## config.mk

```make
export PLATFORM = sky130hd
export DESIGN_NAME = blk_addr_seq
export DESIGN_NICKNAME = d
export VERILOG_FILES = /design/src/rtl/blkseq_pkg.sv /design/src/rtl/blkseq_dp.sv /design/src/rtl/blkseq_ctrl.sv /design/src/rtl/blk_addr_seq.sv
export SDC_FILE = /design/constraint.sdc
export NUM_CORES = 1
export LEC_CHECK = 0
export BUFFER_PORTS_ARGS = -buffer_cell sky130_fd_sc_hd__buf_2
export CAP_MARGIN = 20
export CORE_UTILIZATION = 45
export DETAILED_ROUTE_END_ITERATION = 8
export PLACE_DENSITY = 0.66
export SLEW_MARGIN = 15
export SYNTH_ARGS = -nofsm -noshare
export SYNTH_HDL_FRONTEND = slang
export SYNTH_HIERARCHICAL = 1
export SYNTH_SLANG_ARGS = --single-unit
```

## constraint.sdc

```tcl
create_clock -name clk -period 2.8 [get_ports clk]
set_input_delay 0.14 -clock clk [delete_from_list [all_inputs] [get_ports clk]]
set_output_delay 0.14 -clock clk [all_outputs]
set_load 0.02 [all_outputs]
```

## src/rtl/blkseq_pkg.sv

```systemverilog
package blkseq_pkg;

  typedef enum logic [1:0] {
    ST_IDLE = 2'd0,
    ST_RUN  = 2'd1,
    ST_FIN  = 2'd2
  } seqState_t;

  // strobes from control to datapath
  typedef struct packed {
    logic load;     // capture launch parameters
    logic advance;  // current beat accepted
  } seqStrobe_t;

endpackage

```

## src/rtl/blkseq_dp.sv

```systemverilog
module blkseq_dp
  import blkseq_pkg::*;
#(
  parameter int NREG       = 16,
  parameter int ADDR_W     = 32,
  parameter int WORD_BYTES = 4
) (
  input  logic                    clk,
  input  logic                    rst_n,
  input  seqStrobe_t              strobe,
  input  logic [NREG-1:0]         regList,
  input  logic [ADDR_W-1:0]       baseAddr,
  input  logic [1:0]              addrMode,
  input  logic                    wbEn,
  output logic                    inListEmpty,
  output logic                    lastBeat,
  output logic [$clog2(NREG)-1:0] beatIdx,
  output logic [ADDR_W-1:0]       beatAddr,
  output logic [ADDR_W-1:0]       wbAddr,
  output logic                    wbFlag
);
  localparam int IDX_W = $clog2(NREG);
  localparam int CNT_W = $clog2(NREG + 1);
  localparam int SH    = $clog2(WORD_BYTES);
  localparam logic [ADDR_W-1:0] STEP = ADDR_W'(WORD_BYTES);

  logic [NREG-1:0]   remList;
  logic [NREG-1:0]   lowBit;
  logic [ADDR_W-1:0] curAddr;
  logic [ADDR_W-1:0] wbReg;
  logic [CNT_W-1:0]  setCount;
  logic [ADDR_W-1:0] span;
  logic [ADDR_W-1:0] startAddr;
  logic [ADDR_W-1:0] wbNext;

  // population count of the incoming mask
  always_comb begin
    setCount = '0;
    for (int i = 0; i < NREG; i++) setCount = setCount + CNT_W'(regList[i]);
  end

  assign span = ADDR_W'(setCount) << SH;

  // first address so that beats always ascend
  always_comb begin
    unique case (addrMode)
      2'd0:    startAddr = baseAddr;
      2'd1:    startAddr = baseAddr + STEP;
      2'd2:    startAddr = baseAddr - span + STEP;
      default: startAddr = baseAddr - span;
    endcase
  end

  assign wbNext      = addrMode[1] ? (baseAddr - span) : (baseAddr + span);
  assign inListEmpty = (regList == '0);

  // lowest pending register
  assign lowBit   = remList & (~remList + NREG'(1));
  assign lastBeat = ((remList & (remList - NREG'(1))) == '0);

  always_comb begin
    beatIdx = '0;
    for (int i = NREG - 1; i >= 0; i--) begin
      if (remList[i]) beatIdx = IDX_W'(i);
    end
  end

  always_ff @(posedge clk or negedge rst_n) begin
    if (!rst_n) begin
      remList <= '0;
      curAddr <= '0;
      wbReg   <= '0;
      wbFlag  <= 1'b0;
    end else if (strobe.load) begin
      remList <= regList;
      curAddr <= startAddr;
      wbReg   <= wbNext;
      wbFlag  <= wbEn;
    end else if (strobe.advance) begin
      remList <= remList & ~lowBit;
      curAddr <= curAddr + STEP;
    end
  end

  assign beatAddr = curAddr;
  assign wbAddr   = wbReg;

endmodule

```

## src/rtl/blkseq_ctrl.sv

```systemverilog
module blkseq_ctrl
  import blkseq_pkg::*;
(
  input  logic       clk,
  input  logic       rst_n,
  input  logic       start,
  input  logic       beatReady,
  input  logic       inListEmpty,
  input  logic       lastBeat,
  output seqStrobe_t strobe,
  output logic       beatValid,
  output logic       busy,
  output logic       done
);
  seqState_t state, stateNext;

  always_ff @(posedge clk or negedge rst_n) begin
    if (!rst_n) state <= ST_IDLE;
    else        state <= stateNext;
  end

  always_comb begin
    strobe    = '0;
    stateNext = state;
    unique case (state)
      ST_IDLE: begin
        if (start) begin
          strobe.load = 1'b1;
          stateNext   = inListEmpty ? ST_FIN : ST_RUN;
        end
      end
      ST_RUN: begin
        if (beatReady) begin
          strobe.advance = 1'b1;
          if (lastBeat) stateNext = ST_FIN;
        end
      end
      default: stateNext = ST_IDLE;
    endcase
  end

  assign beatValid = (state == ST_RUN);
  assign done      = (state == ST_FIN);
  assign busy      = (state != ST_IDLE);

endmodule

```

## src/rtl/blk_addr_seq.sv

```systemverilog
module blk_addr_seq
  import blkseq_pkg::*;
(
  input  logic        clk,
  input  logic        rst_n,
  input  logic        start,
  input  logic [15:0] regList,
  input  logic [31:0] baseAddr,
  input  logic [1:0]  addrMode,
  input  logic        wbEn,
  input  logic        beatReady,
  output logic        beatValid,
  output logic [3:0]  beatIdx,
  output logic [31:0] beatAddr,
  output logic        busy,
  output logic        done,
  output logic        wbValid,
  output logic [31:0] wbAddr
);
  seqStrobe_t strobe;
  logic       inListEmpty;
  logic       lastBeat;
  logic       wbFlag;

  blkseq_ctrl u_ctrl (
    .clk         (clk),
    .rst_n       (rst_n),
    .start       (start),
    .beatReady   (beatReady),
    .inListEmpty (inListEmpty),
    .lastBeat    (lastBeat),
    .strobe      (strobe),
    .beatValid   (beatValid),
    .busy        (busy),
    .done        (done)
  );

  blkseq_dp #(.NREG(16), .ADDR_W(32), .WORD_BYTES(4)) u_dp (
    .clk         (clk),
    .rst_n       (rst_n),
    .strobe      (strobe),
    .regList     (regList),
    .baseAddr    (baseAddr),
    .addrMode    (addrMode),
    .wbEn        (wbEn),
    .inListEmpty (inListEmpty),
    .lastBeat    (lastBeat),
    .beatIdx     (beatIdx),
    .beatAddr    (beatAddr),
    .wbAddr      (wbAddr),
    .wbFlag      (wbFlag)
  );

  assign wbValid = done & wbFlag;

endmodule

```

; ---- Yosys cells after proc, flatten, opt, wreduce, memory -nomap -nowiden
; Cells that the tools add are included.
[totals]
word_cells = 78
regBits = 83
[op_classes]
n_eq_ne = 7
mux = 31
bitwise_logic = 6
reduce_logical = 7
addsub = 22
[ops]
columns = op, n
row1 = $add 32x3->32 const B, 3
row2 = $mux 32, 3
row3 = $pmux 32 s3, 1
row4 = $add 5x1->5, 14
row5 = $mux 4, 16
row6 = $and 16x16->16, 3
row7 = $add 32x7->32, 1
row8 = $logic_not 16->1, 2
row9 = $mux 16, 2
row10 = $not 16->16, 2
row11 = $sub 32x7->32, 1
row12 = $add 16x1->16 const B, 1
row13 = $sub 16x1->16 const B, 1
row14 = $mux 2, 4
row15 = $eq 2x1->1 const B, 2
row16 = $eq 2x2->1 const B, 2
row17 = $logic_not 2->1, 2
row18 = $mux 1, 4
row19 = $ne 2x2->1 const B, 2
row20 = $pmux 2 s2, 1
row21 = $reduce_bool 2->1, 2
row22 = $reduce_and 3->1, 1
row23 = $add 1x1->2, 1
row24 = $ne 2x1->1 const B, 1
row25 = $and 1x1->1, 1

; ---- Depth between registers and ports, before layout
; Gate-level depths: netlist of run 1.
[logic_depth]
ltp_word = 19
mapped_depth = 25

; ---- By module
; Netlist of run 1, hierarchy kept.
[by_module_without_submodules]
columns = module, cells_each, n_inst, area_per_inst_um2, seq_area_each_um2
row1 = blkseq_dp, 1039, 1, 8111.5, 2026.9
row2 = blkseq_ctrl, 14, 1, 137.6, 50.0
row3 = blk_addr_seq, 1, 1, 6.3, 0.0

; ---- Worst setup path before layout of run 1
; Ideal clock, no wire load.
[synth_timing]
path_kind = input to register
startpoint = input regList[3]
endpoint = register u_dp.curAddr[25], in the netlist u_dp/beatAddr[25]
setup_slack_ps = -3444
path_buffers = 2
stages = 22
arrival_time_ps = 6161
cell_sequence = fa_1 -> inv_1 -> fa_1 -> fa_1 -> fa_1 -> inv_1 -> ha_1 -> fa_1 -> a21o_1 -> and2_1 -> ha_1 -> buf_2 -> or4_4 -> and3_4 -> and2_4 -> or4_4 -> a311o_1 -> buf_6 -> nand2b_1 -> or4_1 -> xnor2_1 -> o22ai_1
[synth_via]
elab_chain_cells = 17
[synth_lines]
columns = item, line
row1 = from (decl), blk_addr_seq.sv:7  ; input logic [15:0] regList,
row2 = $add 5x1->5 * (13 in series), blkseq_dp.sv:39  ; for (int i = 0; i < NREG; i++) setCount = setCount + CNT_W'(regList[i]);
row3 = $sub 32x7->32 *, "blkseq_dp.sv:49, blkseq_dp.sv:50"
row4 = $add 32x3->32, blkseq_dp.sv:49  ; 2'd2: startAddr = baseAddr - span + STEP;
row5 = $pmux 32 s3 *, blkseq_dp.sv:46  ; unique case (addrMode)
row6 = $mux 32 *, blkseq_dp.sv:74  ; end else if (strobe.load) begin
row7 = to (signal assigned), blkseq_dp.sv:76  ; curAddr <= startAddr;
row8 = to (signal assigned), blkseq_dp.sv:81  ; curAddr <= curAddr + STEP;
row9 = to (decl), blkseq_dp.sv:29  ; logic [ADDR_W-1:0] curAddr;
; Mark *: on every way between the ends. The rest lies on a longest branch, timed or not.
; A chain may end at the register's enable or synchronous reset.

; ---- Worst setup path in the final report of run 1
[layout_timing]
startpoint = input regList[8]
endpoint = register u_dp.curAddr[15], in the netlist u_dp/beatAddr[15]
[layout_via]
elab_chain_cells = 12
[layout_lines]
columns = item, line
row1 = $add 5x1->5 * (8 in series), blkseq_dp.sv:39
row2 = $sub 32x7->32 *, "blkseq_dp.sv:49, blkseq_dp.sv:50"
row3 = $add 32x3->32, blkseq_dp.sv:49
row4 = $pmux 32 s3 *, blkseq_dp.sv:46
row5 = $mux 32 *, blkseq_dp.sv:74
; Marks and branches as above.

==> results.py, run 1 <==
metrics = {
    "timing": {
        "worst_slack_ns": -3.094,
        "finClkSkew_ns": 0.01717,
        "finalMaxSlewViolations": 0,
        "setup_violations": 60,
        "fin_crit_ns": 5.894,
        "whs_ns": 0.01172,
        "final_hold_viol_count": 0,
        "tightest_slew_ns": 0.8085,
        "rsz0062_at_grt": "true",
        "fmax_ghz": 0.1697,
        "fin_crit_sh": 2.105,
        "relSlewSlack": 0.4610,
    },
    "routing": {
        "vias": 9538,
        "dr.pass1.iters": 5,
        "avgViaCountPerCell": 5.921,
        "drc": 0,
        "wire_per_inst_um": 18.85,
        "drt_iter0_drc": 770,
        "ant_nets": 0,
        "wirelength_um": 30370,
    },
    "logic_synthesis": {
        "yosys.area_share.xor_xnor": 0.1103,
        "synth_cell_types": 89,
        "synth_top_cell_by_area": "dfrtp_1",
        "synthCells": 1054,
        "ys_ff_latch": 83,
        "yosys.area_share.adder": 0.06457,
        "synth_area_leaders": "dfrtp_1 25%, xnor2_1 7.1%, nand2_1 4.7%",
        "synthArstFlopShare": 1.000,
        "avgSynthCellArea_sq_um": 7.832,
        "synth_top_area_share": 0.2516,
        "dominantRegCellSynth": "dfrtp_1",
        "synth-edff-count": 0,
        "synth_top_family_by_area": "simple AND/OR/NAND/NOR gates",
        "yosys_warnings": 6,
        "yosys.area_share.simple": 0.2654,
        "synth_mux_area_frac": 0.04804,
        "synth-seq-area-share": 0.2516,
        "synth_compound_area_frac": 0.1981,
        "synth_nets": 1142,
        "syn_area_sq_um": 8255,
    },
    "worst_setup_path": {
        "cp_num_buf_inv": 6,
        "crit_path_start": "regList[8]",
        "crit_chain": "buf_6 -> fa_1 -> inv_2 -> fa_1 -> fa_2 -> fa_1 -> inv_2 -> ha_4 -> fa_2 -> buf_6 -> ha_4 -> or2_4 -> a2111o_1 -> nand4_1 -> buf_4 -> nand4_1 -> a311o_2 -> buf_6 -> nor2b_4 -> xnor2_1 -> mux2_1 -> a31oi_1",
        "critical-path-top-delay-family": "adder cells",
        "cp_max_fo": 5,
        "crit_path_max_incr_delay_ns": 0.56,
        "arrival_ns": 6.17,
        "r2r-start": "u_dp/remList[3]",
        "worst_setup_path_start_kind": "primary input",
        "critPathSlowestCell": "fa_2",
        "end_kind": "register",
        "crit_type": "primary input to register",
        "crit_required_ns": 3.07,
    },
    "power_and_ir_drop": {
        "pwr-share-comb": 0.711,
        "seqPwrFrac": 0.186,
        "ir_drop_mv": 0.6913,
        "p_leak_nw": 5.323,
        "p_per_area_nw_per_um2": 994.0,
        "swShare": 0.4512,
        "p_switching_mw": 5.611,
        "power.share.clock": 0.103,
        "internal_power_mw": 6.825,
    },
    "final_layout": {
        "nets": 1465,
        "area_growth_pct": 51.55,
        "antenna_cells": 0,
        "drive_above_1_share": 0.4530,
    },
    "grt": {
        "grt_antenna_before_repair": 0,
        "overflow": 0,
        "grt_start_max_net_pins": 64,
        "grt_usage": 0.3033,
        "grt_pass1_wl_um": 44320,
        "grt_pass1_vias": 8598,
    },
    "place": {
        "hpwl_um": 21230,
        "gp_congestion": 0.9588,
        "pre_cts_ws_ns": -3.456,
        "port-buffer-count": 126,
    },
    "floorplanning": {
        "start_util": 0.4596,
        "dieArea_sq_um": 18890,
        "io_pins": 127,
        "core_region_area_sq_um": 17960,
        "dieWidth_um": 137.4,
        "fp-row-count": 49,
        "fp.dieH_um": 137.4,
    },
    "clocking": {
        "cts_tree": "yes",
        "clock_sinks": 83,
        "clk_pin_slew_ns": 0.07,
        "cts_max_level": 3,
        "cts_buffer_depth": 2,
        "clk_latency_ns": 0.36,
        "cts-root-buf": "clkbuf_16",
        "numCtsBuffers": 9,
    },
    "run_status": {
        "violations": "setup timing",
        "status": "finished, violations left",
    },
    "worst_hold_path": {
        "min_from": "baseAddr[1]",
        "hp-class": "primary input to register",
    },
    "flow_run": {
        "cap_viol_max_count": 0,
    },
}
## routing by layer
layer / vias to the layer above / track usage / routed length [um]
met5: - / 0 / 0
met4: 0 / 0.07753 / 671
met3: 67 / 0.04673 / 2068
met2: 427 / 0.4872 / 14170
met1: 4587 / 0.4222 / 13470
li1: 4457 / - / -
## final cells by class
cell class	count	area, sq um
inverter	58	225.2
clock inverter	7	81.33
multi-input combinational	842	6803
timing repair buffer	383	2813
sequential	83	2077
fill	1385	5453
tap	229	286.5
clock buffer	9	225.2
## worst register-to-register path, delay by kind of cell, from the launching register on
| family | cells | cell delay (ns) |
|---|---|---|
| AO/OA/AOI/OAI | 3 | 0.46 |
| adder cells (fa/ha/maj) | 1 | 0.36 |
| flip-flops | 1 | 0.42 |
| AND/OR/NAND/NOR | 5 | 1.19 |
## synth_stat cells, types with 17 or more instances
master	instances
ha_1	21
mux2_2	28
xor2_1	37
o21ai_0	52
inv_1	54
nor2_1	74
nor3_1	38
clkbuf_1	53
nand4_1	21
a21oi_1	76
nor4_1	27
nand2_1	104
a211oi_1	17
nand3_1	41
xnor2_1	67
dfrtp_1	83
## stage by stage
step / setup TNS, ns / instance area, sq um / std cells / util / power [mW]
2_1_floorplan: -136.58 / 8579 / 1054 / - / 6.482
3_3_place_gp: -160.53 / 10840 / 1555 / 0.6035 / 8.872
3_5_place_dp: -162.87 / 10850 / 1556 / 0.6039 / 8.989
4_1_cts: -142.42 / 11620 / 1588 / 0.6467 / 10.89
5_1_grt: -147.30 / 12510 / 1611 / 0.6965 / 13.21
6_report: -139.37 / 12510 / 1611 / 0.6965 / 12.44
## logic make-up (layout without fill, tap and decap cells)
logic type               after synthesis  count (layout)
XOR/XNOR                             104             104
multiplexers                          36              36
AO/OA/AOI/OAI                        252             253
AND/OR/NAND/NOR                      413             413
adder cells (fa/ha/maj)               36              36
buffers and inverters                130             457
flip-flops                            83              83
## state kept, by name, indices dropped and copies added (netlist names)
signal / count
u_dp/beatAddr: 32
u_dp/remList: 16
u_ctrl/state: 2
u_dp/wbFlag: 1
u_dp/wbAddr: 32
## cells in the final DEF, fill, tap and decap left out, types with 7 or more instances in the layout
master	Yosys	layout
buf_2	7	122
xor2_1	37	34
and2_1	10	7
nand2_1	104	94
nand4_1	21	21
mux2_2	28	12
a21oi_1	76	58
buf_6	2	50
inv_2	3	9
mux2_4	0	16
buf_4	0	205
a31oi_1	12	9
nor2_1	74	65
ha_4	0	7
clkbuf_16	0	9
xnor2_1	67	61
fa_1	12	8
or2_4	1	7
dfrtp_1	83	83
a211oi_2	0	10
ha_1	21	12
or3_1	13	9
and3_1	15	12
a21oi_2	0	15
or4_4	2	7
nor3_1	38	28
nor4_1	27	19
o211ai_1	7	7
o21ai_1	1	8
o21ai_0	52	39
nand3_1	41	33
inv_1	54	45
nor4_4	1	8
## what timing repair did
action,CTS,global route
resized for setup,72,163
endpoints found under the hold margin,56,0
setup endpoints to repair,60,60
buffers inserted,14,26
pin swaps,50,84
hold buffers,1,0
cloned,1,0
## power groups by stage
stage	Clock (mW)	Combinational, mW	Sequential (mW)
final	1.28	8.84	2.31
after global routing	1.35	9.46	2.40
after global placement	0	6.57	2.30
after CTS	1.30	7.29	2.30
after floorplan	0	3.72	2.76
after detailed placement	0	6.67	2.32
## worst paths after layout
check	to	slack, ns	cells past startpoint
max in group asynchronous	u_dp/beatAddr[20]	1.66	3
min reg2reg	u_dp/wbAddr[26]	0.51	1
min	u_dp/wbAddr[1]	0.01	3
min in group asynchronous	u_dp/beatAddr[29]	0.42	2
max reg2reg	u_ctrl/state[1]	0.27	9
max	u_dp/beatAddr[15]	-3.09	22
Note: power is estimated with default switching activity, not from simulation.
==> inputs of run 2 (changes only) <==
--- a/config.mk
+++ b/config.mk
@@ -10,3 +10,5 @@
 export CORE_UTILIZATION = 45
+export CTS_BUF_LIST = sky130_fd_sc_hd__clkbuf_8
 export DETAILED_ROUTE_END_ITERATION = 8
+export GPL_TIMING_DRIVEN = 0
 export PLACE_DENSITY = 0.66
--- a/constraint.sdc
+++ b/constraint.sdc
@@ -3,2 +3,2 @@
 set_output_delay 0.14 -clock clk [all_outputs]
-set_load 0.02 [all_outputs]
+set_load 0.005 [all_outputs]
==> results.py, run 2 (synthesis results as in run 1) <==
metrics = {
    "worst_setup_path": {
        "critical-path-top-delay-family": "adder cells",
        "critPathSlowestCell": "fa_1",
        "r2r-start": "u_ctrl/state[0]",
        "arrival_ns": 6.21,
        "r2r_slack_ns": -0.24,
        "reg2reg_depth": 8,
        "crit_chain": "buf_8 -> fa_1 -> inv_1 -> fa_1 -> fa_1 -> fa_1 -> inv_2 -> ha_4 -> fa_2 -> buf_6 -> xor2_4 -> ha_4 -> or4_4 -> and3_4 -> and2_4 -> or4_4 -> a311o_1 -> buf_6 -> nor4_4 -> and4bb_1 -> xor2_1 -> o221ai_1",
        "r2r_end": "u_dp/beatAddr[7]",
        "crit_type": "primary input to register",
        "end_kind": "register",
        "cp_max_fo": 3,
        "cp_num_buf_inv": 5,
        "crit_required_ns": 3.04,
        "worst_setup_path_start_kind": "primary input",
        "crit_top_cell": "fa_1",
        "crit_path_max_incr_delay_ns": 0.54,
    },
    "clocking": {
        "cts-root-buf": "clkbuf_8",
        "clk_pin_slew_ns": 0.10,
        "clock_sinks": 83,
        "cts_buffer_depth": 2,
        "clk_latency_ns": 0.39,
        "numCtsBuffers": 9,
        "cts_max_level": 3,
        "cts_tree": "yes",
    },
    "final_layout": {
        "fill_cells": 1535,
        "antenna_cells": 0,
        "mostFrequentLayoutCell": "buf_2",
        "area_growth_pct": 38.35,
        "final_cell_mix": "112 x buf_2, 96 x nand2_1, 83 x dfrtp_1",
        "drive_above_1_share": 0.3429,
        "nets": 1340,
        "fin_cells": 1486,
    },
    "place": {
        "port-buffer-count": 114,
        "gp_congestion": 0.9591,
        "dpl.cell_count": 1398,
        "hpwl_um": 21980,
    },
    "routing": {
        "vias": 9194,
        "ant_nets": 0,
        "wirelength_um": 31030,
        "drt_iter0_drc": 812,
        "drc": 0,
        "wire_per_inst_um": 20.88,
        "avgViaCountPerCell": 6.187,
        "dr.pass1.iters": 6,
    },
    "grt": {
        "grtUsageMet1": 0.4378,
        "met3_usage": 0.04893,
        "grt_antenna_before_repair": 0,
        "grt_usage": 0.3178,
        "grt_pass1_vias": 8235,
        "overflow": 0,
        "busiest_layer": "met2",
        "grt_pass1_wl_um": 45600,
        "grt_start_max_net_pins": 55,
        "grtUsageMet2": 0.5056,
    },
    "power_and_ir_drop": {
        "p_per_area_nw_per_um2": 949.7,
        "power.share.clock": 0.105,
        "p_leak_nw": 4.497,
        "finalPower_mw": 10.85,
        "internal_power_mw": 5.992,
        "pwr-share-comb": 0.682,
        "swShare": 0.4476,
        "seqPwrFrac": 0.212,
        "ir_drop_mv": 0.7504,
        "p_switching_mw": 4.855,
    },
    "worst_hold_path": {
        "min_from": "regList[4]",
        "holdPathEnd": "u_dp/remList[4]",
        "hold_depth": 3,
        "hp-class": "primary input to register",
    },
    "floorplanning": {
        "fp.dieH_um": 137.4,
        "core_region_area_sq_um": 17960,
        "fp-row-count": 49,
        "dieArea_sq_um": 18890,
        "start_util": 0.4596,
        "dieWidth_um": 137.4,
        "io_pins": 127,
    },
    "timing": {
        "tightest_slew_ns": 0.8364,
        "setup_violations": 60,
        "fmax_ghz": 0.1676,
        "fin_crit_ns": 5.967,
        "finClkSkew_ns": 0.01539,
        "relSlewSlack": 0.4424,
        "rsz0062_at_grt": "true",
        "final_hold_viol_count": 0,
        "fin_crit_sh": 2.131,
        "finalMaxSlewViolations": 0,
        "worst_slack_ns": -3.167,
    },
    "flow_run": {
        "cap_viol_max_count": 0,
    },
    "run_status": {
        "status": "finished, violations left",
        "violations": "setup timing",
    },
}
==> run 2: stage by stage <==
stage	utilization	setup slack [ns]	hold WS [ns]	area, sq um	TNS [ns]
CTS	0.5905	-3.210	0.01268	10610	-141.06
finish	0.6358	-3.167	0.0002643	11420	-141.09
global route	0.6358	-3.334	0.02448	11420	-150.23
global placement	0.5253	-3.852	0.3704	9437	-171.42
detailed placement	0.5270	-3.895	0.1100	9467	-172.46
floorplan	-	-3.191	-0.1556	8579	-136.58
==> run 2: power groups by stage <==
stage	clock [mW]	combinational, mW	sequential (mW)
after floorplan	0	3.63	2.24
after global placement	0	5.11	2.30
after detailed placement	0	5.16	2.31
after CTS	1.15	6.10	2.29
after global routing	1.19	7.95	2.38
final	1.14	7.40	2.30
==> run 2: layer usage <==
metal  part of all wire  wire length (um)
met5                  0                 0
met4              0.027               826
met3              0.080              2467
met2               0.46             14220
met1               0.44             13510
==> run 2: final cells by class <==
| type | count | area, sq um | share of cell area |
|---|---|---|---|
| Tap cell | 229 | 286.5 | 0.02509 |
| Timing Repair Buffer | 192 | 1375 | 0.1204 |
| Multi-Input combinational cell | 841 | 6898 | 0.6040 |
| Inverter | 58 | 222.7 | 0.01950 |
| Clock buffer | 10 | 137.6 | 0.01205 |
| Buffer | 67 | 312.8 | 0.02739 |
| Sequential cell | 83 | 2077 | 0.1819 |
| Clock inverter | 6 | 111.4 | 0.009750 |
==> run 2: repair_timing <==
action                                  4_1_cts  5_1_grt
cloned                                        1        0
pin swaps                                    82       84
gates resized for setup                     119      122
endpoints found under the setup margin       60       62
setup buffers                                35       35
hold buffers                                  9        0
hold endpoints to repair                     39        0
==> run 2: worst max path at each step <==
stage | start | to | slack (ns) | cells after the start
4_1_cts | regList[12] | u_dp/beatAddr[25] | -3.21 | 22
6_report | regList[3] | u_dp/beatAddr[22] | -3.17 | 22
5_1_grt | regList[3] | u_dp/beatAddr[28] | -3.33 | 23
3_3_place_gp | regList[3] | u_dp/beatAddr[24] | -3.85 | 21
2_1_floorplan | regList[3] | u_dp/beatAddr[25] | -3.19 | 22
3_5_place_dp | regList[3] | u_dp/beatAddr[22] | -3.90 | 21
==> run 2: worst min-delay path: cells and delay by family <==
kind	cells	cell delay (ns)
AOI/OAI and AO/OA	1	0.06
buffers and inverters	1	0.10
and+or+nand+nor	1	0.05
==> inputs of run 3 (changes only) <==
- ABC_CLOCK_PERIOD_IN_PS: default -> 2800
- CORE_UTILIZATION: 45 -> 55
- PLACE_DENSITY: 0.66 -> 0.78
==> results.py, run 3 (synthesis results as in run 1) <==
metrics = {
    "final_layout": {
        "seqCellArea_sq_um": 2077,
        "drive_above_1_share": 0.3282,
        "fill_cells": 1062,
        "area_growth_pct": 32.69,
        "mostFrequentLayoutCell": "buf_2",
        "nets": 1326,
        "antenna_cells": 0,
        "multi_input_comb_area_sq_um": 6689,
        "final_cell_mix": "112 x buf_2, 97 x nand2_1, 83 x dfrtp_1",
        "finish.utilization": 0.7509,
    },
    "worst_setup_path": {
        "end_kind": "register",
        "reg2reg_depth": 8,
        "crit_required_ns": 3.09,
        "r2r_slack_ns": -0.23,
        "r2r-start": "u_ctrl/state[0]",
        "cp_max_fo": 5,
        "arrival_ns": 6.30,
        "r2r_end": "u_dp/beatAddr[7]",
        "worst_setup_path_start_kind": "primary input",
        "crit_type": "primary input to register",
    },
    "run_status": {
        "violations": "setup timing",
        "status": "finished, violations left",
    },
    "routing": {
        "wire_per_inst_um": 21.35,
        "drc": 0,
        "ant_nets": 0,
        "wirelength_um": 30460,
        "dr.pass1.iters": 7,
        "avgViaCountPerCell": 6.601,
        "drt_iter0_drc": 1609,
        "vias": 9420,
    },
    "power_and_ir_drop": {
        "finalPower_mw": 10.13,
        "internal_power_mw": 5.519,
        "p_switching_mw": 4.609,
        "ir_drop_mv": 0.9080,
        "power.share.clock": 0.102,
        "p_leak_nw": 4.339,
        "p_per_area_nw_per_um2": 924.6,
        "swShare": 0.4551,
        "pwr-share-comb": 0.672,
        "seqPwrFrac": 0.226,
    },
    "floorplanning": {
        "core_region_area_sq_um": 14590,
        "start_util": 0.5659,
        "dieArea_sq_um": 15500,
        "fp-row-count": 44,
        "fp.dieH_um": 124.5,
        "io_pins": 127,
        "dieWidth_um": 124.5,
    },
    "timing": {
        "relSlewSlack": 0.3937,
        "fin_crit_sh": 2.145,
        "finalMaxSlewViolations": 0,
        "finClkSkew_ns": 0.01341,
        "rsz0062_at_grt": "true",
        "setup_violations": 60,
        "worst_slack_ns": -3.207,
        "tightest_slew_ns": 0.9094,
        "fin_crit_ns": 6.007,
        "fmax_ghz": 0.1665,
        "final_hold_viol_count": 0,
        "whs_ns": 0.005973,
    },
    "grt": {
        "overflow": 0,
        "grt_antenna_before_repair": 0,
        "grt_usage": 0.3763,
        "grt_pass1_vias": 8441,
        "grt_pass1_wl_um": 46270,
        "grt_start_max_net_pins": 54,
    },
    "flow_run": {
        "cap_viol_max_count": 0,
    },
    "place": {
        "pre_cts_ws_ns": -3.966,
        "hpwl_um": 21220,
        "gp_congestion": 0.9551,
        "port-buffer-count": 114,
    },
    "clocking": {
        "cts-root-buf": "clkbuf_8",
        "numCtsBuffers": 9,
        "clock_sinks": 83,
        "cts_buffer_depth": 2,
        "cts_max_level": 3,
        "cts_tree": "yes",
        "clk_pin_slew_ns": 0.09,
        "clk_latency_ns": 0.38,
    },
    "worst_hold_path": {
        "hold_depth": 2,
        "hp-class": "primary input to register",
        "holdPathEnd": "u_dp/wbFlag",
        "min_from": "wbEn",
    },
}
## run 3: changes by cell type in the layout (fill, tap and decap cells not counted), sizes merged
cell,delta
buf,-11
bufinv,-1
clkinv,+1
clkinvlp,+1
dlygate4sd3,-3
inv,-1
## run 3: power by group through the flow
| stage | clock network (mW) | registers, mW | logic [mW] |
|---|---|---|---|
| finish | 1.03 | 2.29 | 6.81 |
| global route | 1.09 | 2.37 | 7.25 |
| global placement | 0 | 2.26 | 5.05 |
| detailed placement | 0 | 2.29 | 5.15 |
| CTS | 1.04 | 2.28 | 6.15 |
| floorplan | 0 | 2.24 | 3.63 |
## run 3: worst max path at each step
stage	startpoint	end	slack (ns)	depth (start not counted)
global placement	regList[3]	u_dp/beatAddr[24]	-3.91	21
CTS	regList[12]	u_dp/beatAddr[30]	-3.18	22
finish	regList[2]	u_dp/beatAddr[25]	-3.21	24
floorplan	regList[3]	u_dp/beatAddr[25]	-3.19	22
detailed placement	regList[3]	u_dp/beatAddr[29]	-3.97	21
global route	regList[12]	u_dp/beatAddr[25]	-3.28	25
## run 3: critical path, cell delays in order
cell and delay [ns]:
buf_2 0.09, inv_2 0.04, fa_1 0.49, fa_1 0.57, fa_2 0.46, fa_1 0.54, inv_2 0.06, ha_4 0.16
fa_2 0.36, xor2_2 0.22, ha_4 0.25, buf_4 0.15, buf_6 0.11, nor2b_4 0.13, a2111o_1 0.42, nand4_1 0.18
buf_4 0.15, nand4_1 0.12, a311o_1 0.46, buf_6 0.17, nand2b_4 0.14, or4_4 0.55, xnor2_2 0.15, o22ai_1 0.17
## run 3: area by class of cell
type                    count  share of cell area
plain buffers              65             0.02547
repair buffers            180              0.1123
multi-input cells         841              0.6106
flip-flops and latches     83              0.1896
clock inverters             6            0.008110
inverters                  58             0.02033
well taps                 184             0.02102
clock buffers              10             0.01256
## run 3: what timing repair did
item                       in CTS  in global routing
setup endpoints to repair      60                 62
setup buffers                  40                 20
hold endpoints to repair       36                  0
cloned                          1                  0
hold buffers                    6                  0
resized for setup             111                 71
pin swaps                      80                 46
## run 3: layer usage
layer  vias to the layer above  global-route usage  share of wire
li1                       4170                   -              -
met1                      4374              0.5182           0.39
met2                       712              0.5863           0.45
met3                       164             0.04811           0.10
met4                         0              0.1772          0.052
met5                         -                   0              0
## run 3: through the flow
step           area, sq um  TNS [ns]  cells
3_5_place_dp          9410   -173.60   1353
2_1_floorplan         8579   -136.58   1054
5_1_grt              10950   -149.15   1427
3_3_place_gp          9380   -171.31   1352
4_1_cts              10490   -145.43   1411
6_report             10950   -144.21   1427
